--- src/rtl/pmd_pkg.sv ---
package pmd_pkg;
  typedef enum logic [1:0] {
    RGN_NONE = 2'd0,
    RGN_ROM  = 2'd1,
    RGN_RAM  = 2'd2,
    RGN_EXT  = 2'd3
  } rgn_e;
endpackage

--- src/rtl/pmd_region_decode.sv ---
module pmd_region_decode
  import pmd_pkg::*;
#(
  parameter int unsigned ADDR_W   = 24,
  parameter int unsigned ROM_AW   = 10,
  parameter int unsigned RAM_AW   = 12,
  parameter int unsigned RAM_BASE = 32'h0000_F000
) (
  input  logic [ADDR_W-1:0] addr_i,
  output rgn_e              rgn_o
);
  localparam logic [ADDR_W-1:0] ROM_END = ADDR_W'(64'd1 << ROM_AW);
  localparam logic [ADDR_W-1:0] RAM_LO  = ADDR_W'(RAM_BASE);
  localparam logic [ADDR_W-1:0] RAM_HI  = ADDR_W'(64'(RAM_BASE) + (64'd1 << RAM_AW));

  logic in_rom, in_ram;

  assign in_rom = (addr_i < ROM_END);
  assign in_ram = (addr_i >= RAM_LO) && (addr_i < RAM_HI);

  always_comb begin
    if (in_rom)      rgn_o = RGN_ROM;
    else if (in_ram) rgn_o = RGN_RAM;
    else             rgn_o = RGN_EXT;
  end
endmodule

--- src/rtl/pmd_wait_ctrl.sv ---
module pmd_wait_ctrl
  import pmd_pkg::*;
#(
  parameter int unsigned WS_W = 3
) (
  input  logic            clk_i,
  input  logic            rst_ni,
  input  logic            acc_i,
  input  rgn_e            rgn_dec_i,
  input  logic [WS_W-1:0] ws_cfg_i,
  input  logic            ext_ready_i,
  output rgn_e            rgn_o,
  output logic            ext_act_o,
  output logic            ext_done_o
);
  logic            busy_q;
  logic [WS_W-1:0] cnt_q;
  logic            cnt_hit;

  // a started off-chip access keeps the off-chip region until it completes
  assign rgn_o      = busy_q ? RGN_EXT : rgn_dec_i;
  assign ext_act_o  = acc_i && (rgn_o == RGN_EXT);
  assign cnt_hit    = (cnt_q >= ws_cfg_i);
  assign ext_done_o = ext_act_o && cnt_hit && ext_ready_i;

  always_ff @(posedge clk_i or negedge rst_ni) begin
    if (!rst_ni) begin
      busy_q <= 1'b0;
      cnt_q  <= '0;
    end else if (ext_act_o && !ext_done_o) begin
      busy_q <= 1'b1;
      if (!cnt_hit) cnt_q <= cnt_q + 1'b1;
    end else begin
      busy_q <= 1'b0;
      cnt_q  <= '0;
    end
  end
endmodule

--- src/rtl/pmd_data_path.sv ---
module pmd_data_path
  import pmd_pkg::*;
#(
  parameter int unsigned ADDR_W   = 24,
  parameter int unsigned DATA_W   = 8,
  parameter int unsigned ROM_AW   = 10,
  parameter int unsigned RAM_AW   = 12,
  parameter int unsigned RAM_BASE = 32'h0000_F000
) (
  input  logic              rst_ni,
  input  rgn_e              rgn_i,
  input  logic              ext_act_i,
  input  logic [ADDR_W-1:0] addr_i,
  input  logic              rd_i,
  input  logic              wr_i,
  input  logic [DATA_W-1:0] wdata_i,
  output logic [DATA_W-1:0] rdata_o,
  output logic [ROM_AW-1:0] rom_addr_o,
  input  logic [DATA_W-1:0] rom_rdata_i,
  output logic [RAM_AW-1:0] ram_addr_o,
  output logic [DATA_W-1:0] ram_wdata_o,
  output logic              ram_we_o,
  input  logic [DATA_W-1:0] ram_rdata_i,
  output logic [ADDR_W-1:0] ext_addr_o,
  output logic [DATA_W-1:0] ext_wdata_o,
  output logic              ext_rd_o,
  output logic              ext_wr_o,
  input  logic [DATA_W-1:0] ext_rdata_i
);
  localparam logic [ADDR_W-1:0] RAM_LO = ADDR_W'(RAM_BASE);

  logic [ADDR_W-1:0] ram_off;

  assign ram_off    = addr_i - RAM_LO;
  assign rom_addr_o = addr_i[ROM_AW-1:0];
  assign ram_addr_o = ram_off[RAM_AW-1:0];
  assign ext_addr_o = addr_i;

  assign ram_wdata_o = wdata_i;
  assign ext_wdata_o = wdata_i;

  assign ram_we_o = rst_ni && wr_i && !rd_i && (rgn_i == RGN_RAM);
  assign ext_rd_o = rst_ni && ext_act_i && rd_i;
  assign ext_wr_o = rst_ni && ext_act_i && wr_i && !rd_i;

  always_comb begin
    unique case (rgn_i)
      RGN_ROM: rdata_o = rom_rdata_i;
      RGN_RAM: rdata_o = ram_rdata_i;
      RGN_EXT: rdata_o = ext_rdata_i;
      default: rdata_o = '0;
    endcase
  end
endmodule

--- src/rtl/prog_mem_decoder.sv ---
module prog_mem_decoder
  import pmd_pkg::*;
#(
  parameter int unsigned ADDR_W   = 24,
  parameter int unsigned DATA_W   = 8,
  parameter int unsigned ROM_AW   = 10,
  parameter int unsigned RAM_AW   = 12,
  parameter int unsigned RAM_BASE = 32'h0000_F000,
  parameter int unsigned WS_W     = 3
) (
  input  logic              clk_i,
  input  logic              rst_ni,
  input  logic [ADDR_W-1:0] cpu_addr_i,
  input  logic              cpu_rd_i,
  input  logic              cpu_wr_i,
  input  logic [DATA_W-1:0] cpu_wdata_i,
  output logic [DATA_W-1:0] cpu_rdata_o,
  output logic              cpu_ready_o,
  input  logic [WS_W-1:0]   ws_cfg_i,
  output logic [ROM_AW-1:0] rom_addr_o,
  input  logic [DATA_W-1:0] rom_rdata_i,
  output logic [RAM_AW-1:0] ram_addr_o,
  output logic [DATA_W-1:0] ram_wdata_o,
  output logic              ram_we_o,
  input  logic [DATA_W-1:0] ram_rdata_i,
  output logic [ADDR_W-1:0] ext_addr_o,
  output logic [DATA_W-1:0] ext_wdata_o,
  output logic              ext_rd_o,
  output logic              ext_wr_o,
  input  logic [DATA_W-1:0] ext_rdata_i,
  input  logic              ext_ready_i
);
  rgn_e rgn_dec, rgn;
  logic acc, ext_act, ext_done;

  assign acc = cpu_rd_i || cpu_wr_i;

  pmd_region_decode #(
    .ADDR_W  (ADDR_W),
    .ROM_AW  (ROM_AW),
    .RAM_AW  (RAM_AW),
    .RAM_BASE(RAM_BASE)
  ) u_dec (
    .addr_i(cpu_addr_i),
    .rgn_o (rgn_dec)
  );

  pmd_wait_ctrl #(
    .WS_W(WS_W)
  ) u_wait (
    .clk_i      (clk_i),
    .rst_ni     (rst_ni),
    .acc_i      (acc),
    .rgn_dec_i  (rgn_dec),
    .ws_cfg_i   (ws_cfg_i),
    .ext_ready_i(ext_ready_i),
    .rgn_o      (rgn),
    .ext_act_o  (ext_act),
    .ext_done_o (ext_done)
  );

  pmd_data_path #(
    .ADDR_W  (ADDR_W),
    .DATA_W  (DATA_W),
    .ROM_AW  (ROM_AW),
    .RAM_AW  (RAM_AW),
    .RAM_BASE(RAM_BASE)
  ) u_dp (
    .rst_ni     (rst_ni),
    .rgn_i      (rgn),
    .ext_act_i  (ext_act),
    .addr_i     (cpu_addr_i),
    .rd_i       (cpu_rd_i),
    .wr_i       (cpu_wr_i),
    .wdata_i    (cpu_wdata_i),
    .rdata_o    (cpu_rdata_o),
    .rom_addr_o (rom_addr_o),
    .rom_rdata_i(rom_rdata_i),
    .ram_addr_o (ram_addr_o),
    .ram_wdata_o(ram_wdata_o),
    .ram_we_o   (ram_we_o),
    .ram_rdata_i(ram_rdata_i),
    .ext_addr_o (ext_addr_o),
    .ext_wdata_o(ext_wdata_o),
    .ext_rd_o   (ext_rd_o),
    .ext_wr_o   (ext_wr_o),
    .ext_rdata_i(ext_rdata_i)
  );

  // on-chip regions and idle cycles never stall
  assign cpu_ready_o = !ext_act || ext_done;
endmodule

--- config.mk ---
export PLATFORM = sky130hd
export DESIGN_NAME = prog_mem_decoder
export DESIGN_NICKNAME = d
export VERILOG_FILES = /design/src/rtl/pmd_pkg.sv /design/src/rtl/pmd_region_decode.sv /design/src/rtl/pmd_wait_ctrl.sv /design/src/rtl/pmd_data_path.sv /design/src/rtl/prog_mem_decoder.sv
export SDC_FILE = /design/constraint.sdc
export NUM_CORES = 1
export LEC_CHECK = 0
export ABC_AREA = 1
export BUFFER_PORTS_ARGS = -buffer_cell sky130_fd_sc_hd__buf_2
export CORE_MARGIN = 4
export CORE_UTILIZATION = 33
export CTS_CLUSTER_DIAMETER = 80
export DETAILED_ROUTE_END_ITERATION = 8
export MAX_ROUTING_LAYER = met4
export PLACE_DENSITY = 0.91
export SETUP_SLACK_MARGIN = 0.4
export SYNTH_ARGS = -nofsm -noshare
export SYNTH_HDL_FRONTEND = slang
export SYNTH_SLANG_ARGS = --single-unit
--- constraint.sdc ---
create_clock -name clk_i -period 1.7 [get_ports clk_i]
set_input_delay 0 -clock clk_i [delete_from_list [all_inputs] [get_ports clk_i]]
set_output_delay 0 -clock clk_i [all_outputs]
set_load 0.02 [all_outputs]
### Word level (Yosys, flattened, before mapping)

Index checks and enable logic that the tools add are counted.

| operators by class | value |
|---|---|
| add/subtract/negate cells | 2 |
| $lt $le $gt $ge | 4 |
| equality and inequality tests | 4 |
| muxes and demuxes | 7 |
| reductions and logical operators | 17 |

Operators with widths:

| cell | number |
|---|---|
| $ge 24x16->1 const B | 1 |
| $lt 24x11->1 const B | 1 |
| $lt 24x17->1 const B | 1 |
| $pmux 8 s3 | 1 |
| $logic_and 1x1->1 | 12 |
| $sub 12x1->12 const B | 1 |
| $mux 3 | 2 |
| $eq 2x2->1 const B | 2 |
| $mux 2 | 2 |
| $add 3x1->3 const B | 1 |
| $ge 3x3->1 | 1 |
| $logic_not 1->1 | 3 |
| $eq 2x1->1 const B | 1 |
| $logic_or 1x1->1 | 2 |
| $mux 1 | 2 |
| $ne 2x2->1 const B | 1 |

| storage, ports and cells | value |
|---|---|
| flip-flop bits (word level) | 4 |
| bits of input ports | 64 |
| output and inout bits | 74 |
| word-level logic and storage cells | 36 |

### Depth between registers and ports, before layout

| logic depth | value |
|---|---|
| depth in word-level cells | 12 |
| gate-level depth with buffers | 10 |
| mapped depth without buffers | 10 |

### Hierarchy

Synthesis repeated with hierarchy kept, for this count alone.

| unflattened totals | value |
|---|---|
| cell total of the unflattened synthesis | 172 |
| area total of the unflattened synthesis | 1147.4 um2 |

By module, submodules not included:

| module | times used | cells an instance | area each (um2) | seq. area each (um2) |
|---|---|---|---|---|
| pmd_data_path | 1 | 108 | 709.4 | 0.0 |
| pmd_wait_ctrl | 1 | 42 | 352.8 | 100.1 |
| pmd_region_decode | 1 | 17 | 66.3 | 0.0 |
| prog_mem_decoder | 1 | 5 | 18.8 | 0.0 |

### Least setup slack after synthesis

No wires, ideal clock.

| path | value |
|---|---|
| path type | register to register |
| start point | reg u_wait.cnt_q[2] |
| end point | reg u_wait.cnt_q[0] |
| setup time | 0.075 ns |
| data arrival time | 1.350 ns |
| data required time | 1.625 ns |
| setup slack | 0.275 ns |
| cell stages (with the launch flop) | 7 |
| buffers on the path | 0 |
| clock period less this slack | 1.425 ns |
| path through | dfrtp_1 ha_1 nand3_1 nand3_1 nand2_1 nand4_4 nor2_1 |

| between the ends | value |
|---|---|
| longest elaborated chain between the ends | 6 |
| elaborated cells on any way between the ends | 7 |
| classes of those cells | order compare (1); eq/ne (1); mux (1); reduce/logical (4) |

Ends and longest elaborated chain:

| element | line | RTL |
|---|---|---|
| from (decl) | pmd_wait_ctrl.sv:17 | `logic [WS_W-1:0] cnt_q;` |
| from (signal assigned) | pmd_wait_ctrl.sv:32 | `if (!cnt_hit) cnt_q <= cnt_q + 1'b1;` |
| $ge 3x3->1 * | pmd_wait_ctrl.sv:23 | `assign cnt_hit = (cnt_q >= ws_cfg_i);` |
| $logic_and 1x1->1 (2 in series) | pmd_wait_ctrl.sv:24 | `assign ext_done_o = ext_act_o && cnt_hit && ext_ready_i;` |
| $logic_not 1->1 | pmd_wait_ctrl.sv:30 | `end else if (ext_act_o && !ext_done_o) begin` |
| $logic_and 1x1->1 | pmd_wait_ctrl.sv:30 |  |
| $ne 2x2->1 (no line) or $mux 3 (tied branches) | - |  |

Mark *: on every way between the ends. The rest lies on a longest branch, timed or not.
A chain may end at the register's enable or synchronous reset.

### Worst setup path in the final report

| path | value |
|---|---|
| start point | reg u_wait.cnt_q[2] |
| end point | out cpu_ready_o |

| between the ends | value |
|---|---|
| longest elaborated chain between the ends | 4 |

Ends and longest elaborated chain:

| element | line | RTL |
|---|---|---|
| $ge 3x3->1 | pmd_wait_ctrl.sv:23 |  |
| $logic_and 1x1->1 (2 in series) | pmd_wait_ctrl.sv:24 |  |
| $logic_or 1x1->1 | prog_mem_decoder.sv:91 | `assign cpu_ready_o = !ext_act \|\| ext_done;` |
| to (decl) | prog_mem_decoder.sv:18 | `output logic cpu_ready_o,` |

Every way passes these cells.

==> results.sh <==
export IMPL_start_util_pct=35.4
export IMPL_reg2reg_slack_ps=300
export IMPL_drc=0
export IMPL_critical_path_class="reg2out"
export IMPL_synth_edff_count=0
export IMPL_ys_seq_area_share_pct=8.97
export IMPL_core_area_sq_mm=0.00315
export IMPL_nNetsFinal=260
export IMPL_synth_top_area_share_pct=41.7
export IMPL_grt_usage_pct=14.0
export IMPL_final_setup_tns_ps=0
export IMPL_max_stage_delay_ps=400
export IMPL_gr_total_overflow=0
export IMPL_peakVddDrop_v=0.000226
export IMPL_drive_gt1_share_pct=71.6
export IMPL_vias=1048
export IMPL_critPathLaunchType="flop"
export IMPL_fin_crit_sh_pct=85.1
export IMPL_rows=20
export IMPL_grt_pass1_vias=1122
export IMPL_yosysUniqueCellTypes=21
export IMPL_cts_max_level=1
export IMPL_io_buffers=73
export IMPL_required_ps=1700
export IMPL_p_leak_nw=0.857
export IMPL_ys_async_sr_fraction_pct=100
export IMPL_worst_path_max_fanout=5
export IMPL_skew_ps=4.07
export IMPL_root_buffer="clkbuf_4"
export IMPL_postLayoutCoreUtil_pct=46.2
export IMPL_cpMaxStageDelayCell="dfrtp_1"
export IMPL_areaGrowthSynthToFinish_pct=30.6
export IMPL_r2r_start="u_wait.cnt_q[2]"
export IMPL_ant_nets=0
export IMPL_die_height_um=66.2
export IMPL_dp_hpwl_mm=2.28
export IMPL_status="completed"
export IMPL_setup_violations=0
export IMPL_firstDrtPassIters=4
export IMPL_hold_path_end="ram_wdata_o[1]"
export IMPL_insertion_delay_ps=230
export IMPL_rsz0062_at_grt="yes"
export IMPL_cts_buffers=3
export IMPL_yosys_area_top_type="buf_4"
export IMPL_min_delay_start="cpu_wdata_i[1]"
export IMPL_clkSinkCount=4
export IMPL_synth_area_sq_mm=0.00112
export IMPL_wl_per_cell_um=12.8
export IMPL_ys_top_cells_by_count="62 x buf_4, 23 x nand3_1, 20 x nand2_1"
export IMPL_fillers=324
export IMPL_power_uw=946
export IMPL_relSlewSlack_pct=81.3
export IMPL_drv_slew=0
export IMPL_r2r_end="u_wait.cnt_q[0]"
export IMPL_synth_seq_cells=4
export IMPL_clockBufferDepth=2
export IMPL_fp_dieArea_sq_mm=0.00438
export IMPL_dieWidth_um=66.2
export IMPL_drv_cap=0
export IMPL_seq_area_sq_um=100
export IMPL_reg2regPathDepth=7
export IMPL_path_cells="ha_4 -> a21oi_2 -> nand3_2 -> nand2_2 -> nand4_4 -> buf_6"
export IMPL_endpoint_kind="output pin"
export IMPL_diodes=0
export IMPL_syn_num_nets=228
export IMPL_hold_violations=0
export IMPL_via_per_inst=4.48
export IMPL_antenna_found_initial=0
export IMPL_hold_path_depth=0
export IMPL_period_minus_slack_ps=1450
export IMPL_pin_count=138
export IMPL_cts_tree="done"
export IMPL_synth_most_common_cell="buf_4"
export IMPL_multi_input_area_sq_um=649
export IMPL_synth_avg_cell_area_sq_um=6.98
export IMPL_drt_iter0_drc=22
export IMPL_max_freq_mhz=691
export IMPL_grt_max_degree=13
export IMPL_grt_pass1_wl_mm=4.65
export IMPL_ys_warn_count=0
export IMPL_hold_class="in2out"
export IMPL_clk_pin_slew_ps=40
export IMPL_critPathArrivalTime_ps=1450
export IMPL_wirelength_mm=3.00
export IMPL_ys_flop_type="dfrtp_1"
export IMPL_syn_inst=160
export IMPL_yosys_top_cells_area="buf_4 42%, nand3_1 10%, dfrtp_1 9.0%, nand3_2 7.2%, nand2_1 6.7%"
export IMPL_worst_slew_pin_slew_ps=281
export IMPL_pwr_density_cell_mw_per_mm2=649
export IMPL_place_gp_congestion=0.711
==> registers in the layout, summed over array words and instances, names as in the netlist <==
name and count:
u_wait.busy_q 1, u_wait.cnt_q 3
==> what timing repair did <==
item | CTS | global route
resized for setup | 45 | 14
endpoints found under the setup margin | 15 | 16
cloned | 2 | 0
hold buffers | 1 | 0
pin swaps | 9 | 5
buffers inserted | 11 | 3
hold endpoints to repair | 4 | 0
==> critical path: cells and delay by family (launching register included) <==
| kind | cells | cell delay [ps] |
|---|---|---|
| AND/OR/NAND/NOR | 3 | 270 |
| adder cells (fa/ha/maj) | 1 | 250 |
| buffers and inverters | 1 | 150 |
| AO/OA/AOI/OAI | 1 | 140 |
| flip-flops | 1 | 400 |
==> where the power goes <==
part | switching (mW) | leakage [nW] | internal, mW
registers | 0.0293 | 0.0502 | 0.133
logic | 0.336 | 0.793 | 0.331
clock network | 0.0377 | 0.0138 | 0.0789
==> cell families (layout without fill, tap and decap cells) <==
kind of cell | Yosys count | after routing | share of synthesized area [%]
AOI/OAI and AO/OA | 1 | 1 | 0.448
xor gates and xnor gates | 1 | 1 | 0.785
adders and majority gates | 4 | 4 | 4.48
buffers and inverters | 74 | 102 | 46.4
DFF | 4 | 4 | 8.97
and+or+nand+nor | 76 | 78 | 38.9
==> final cells by class <==
type / count / share of cell area [%]
Sequential cell: 4 / 6.87
Tap cell: 44 / 3.78
Clock buffer: 3 / 1.55
Timing Repair Buffer: 88 / 39.9
Inverter: 11 / 3.35
Multi-Input combinational cell: 84 / 44.5
==> metrics by stage <==
| step | cells | instance area [sq um] | setup slack (ps) | hold slack [ps] |
|---|---|---|---|---|
| floorplan | 160 | 1160 | 396 | -296 |
| global placement | 214 | 1100 | 360 | -171 |
| detailed placement | 214 | 1100 | 335 | -169 |
| CTS | 231 | 1390 | 231 | 0.211 |
| global route | 234 | 1460 | 181 | 0.0514 |
| finish | 234 | 1460 | 253 | 0.00974 |
==> metal layers <==
layer | part of all wire (%) | GRT usage, %
met1 | 36 | 13.5
met2 | 53 | 25.7
met3 | 8.2 | 2.38
met4 | 2.7 | 8.38
met5 | 0 | -
==> layout by cell type, fill, tap and decap left out <==
cell type       n
dfrtp_1         4
ha_1            2
nor2_8          1
a21oi_2         1
buf_2          61
nand3_1        12
clkbuf_4        3
nor2_1         10
or2_2           1
buf_6          19
nand3_2        19
nand4_4         1
xor2_1          1
ha_4            2
nand2_4         5
nand3b_1        1
nor2_2          4
inv_8           1
dlygate4sd3_1   1
inv_1           9
nand4_1         1
inv_2           1
buf_4           7
nor2_4          3
nand2_1        13
nand2_2         7
==> worst max path at each step <==
stage / from / endpoint / slack, ps / cells after the start
6_report: u_wait.cnt_q[2] / cpu_ready_o / 250 / 6
5_1_grt: u_wait.cnt_q[2] / cpu_ready_o / 180 / 6
4_1_cts: u_wait.cnt_q[2] / cpu_ready_o / 230 / 6
3_5_place_dp: u_wait.cnt_q[2] / u_wait.cnt_q[2] / 340 / 9
3_3_place_gp: u_wait.busy_q / cpu_rdata_o[3] / 360 / 8
2_1_floorplan: u_wait.cnt_q[0] / u_wait.cnt_q[0] / 400 / 7
Note: power is estimated with default switching activity, not from simulation.
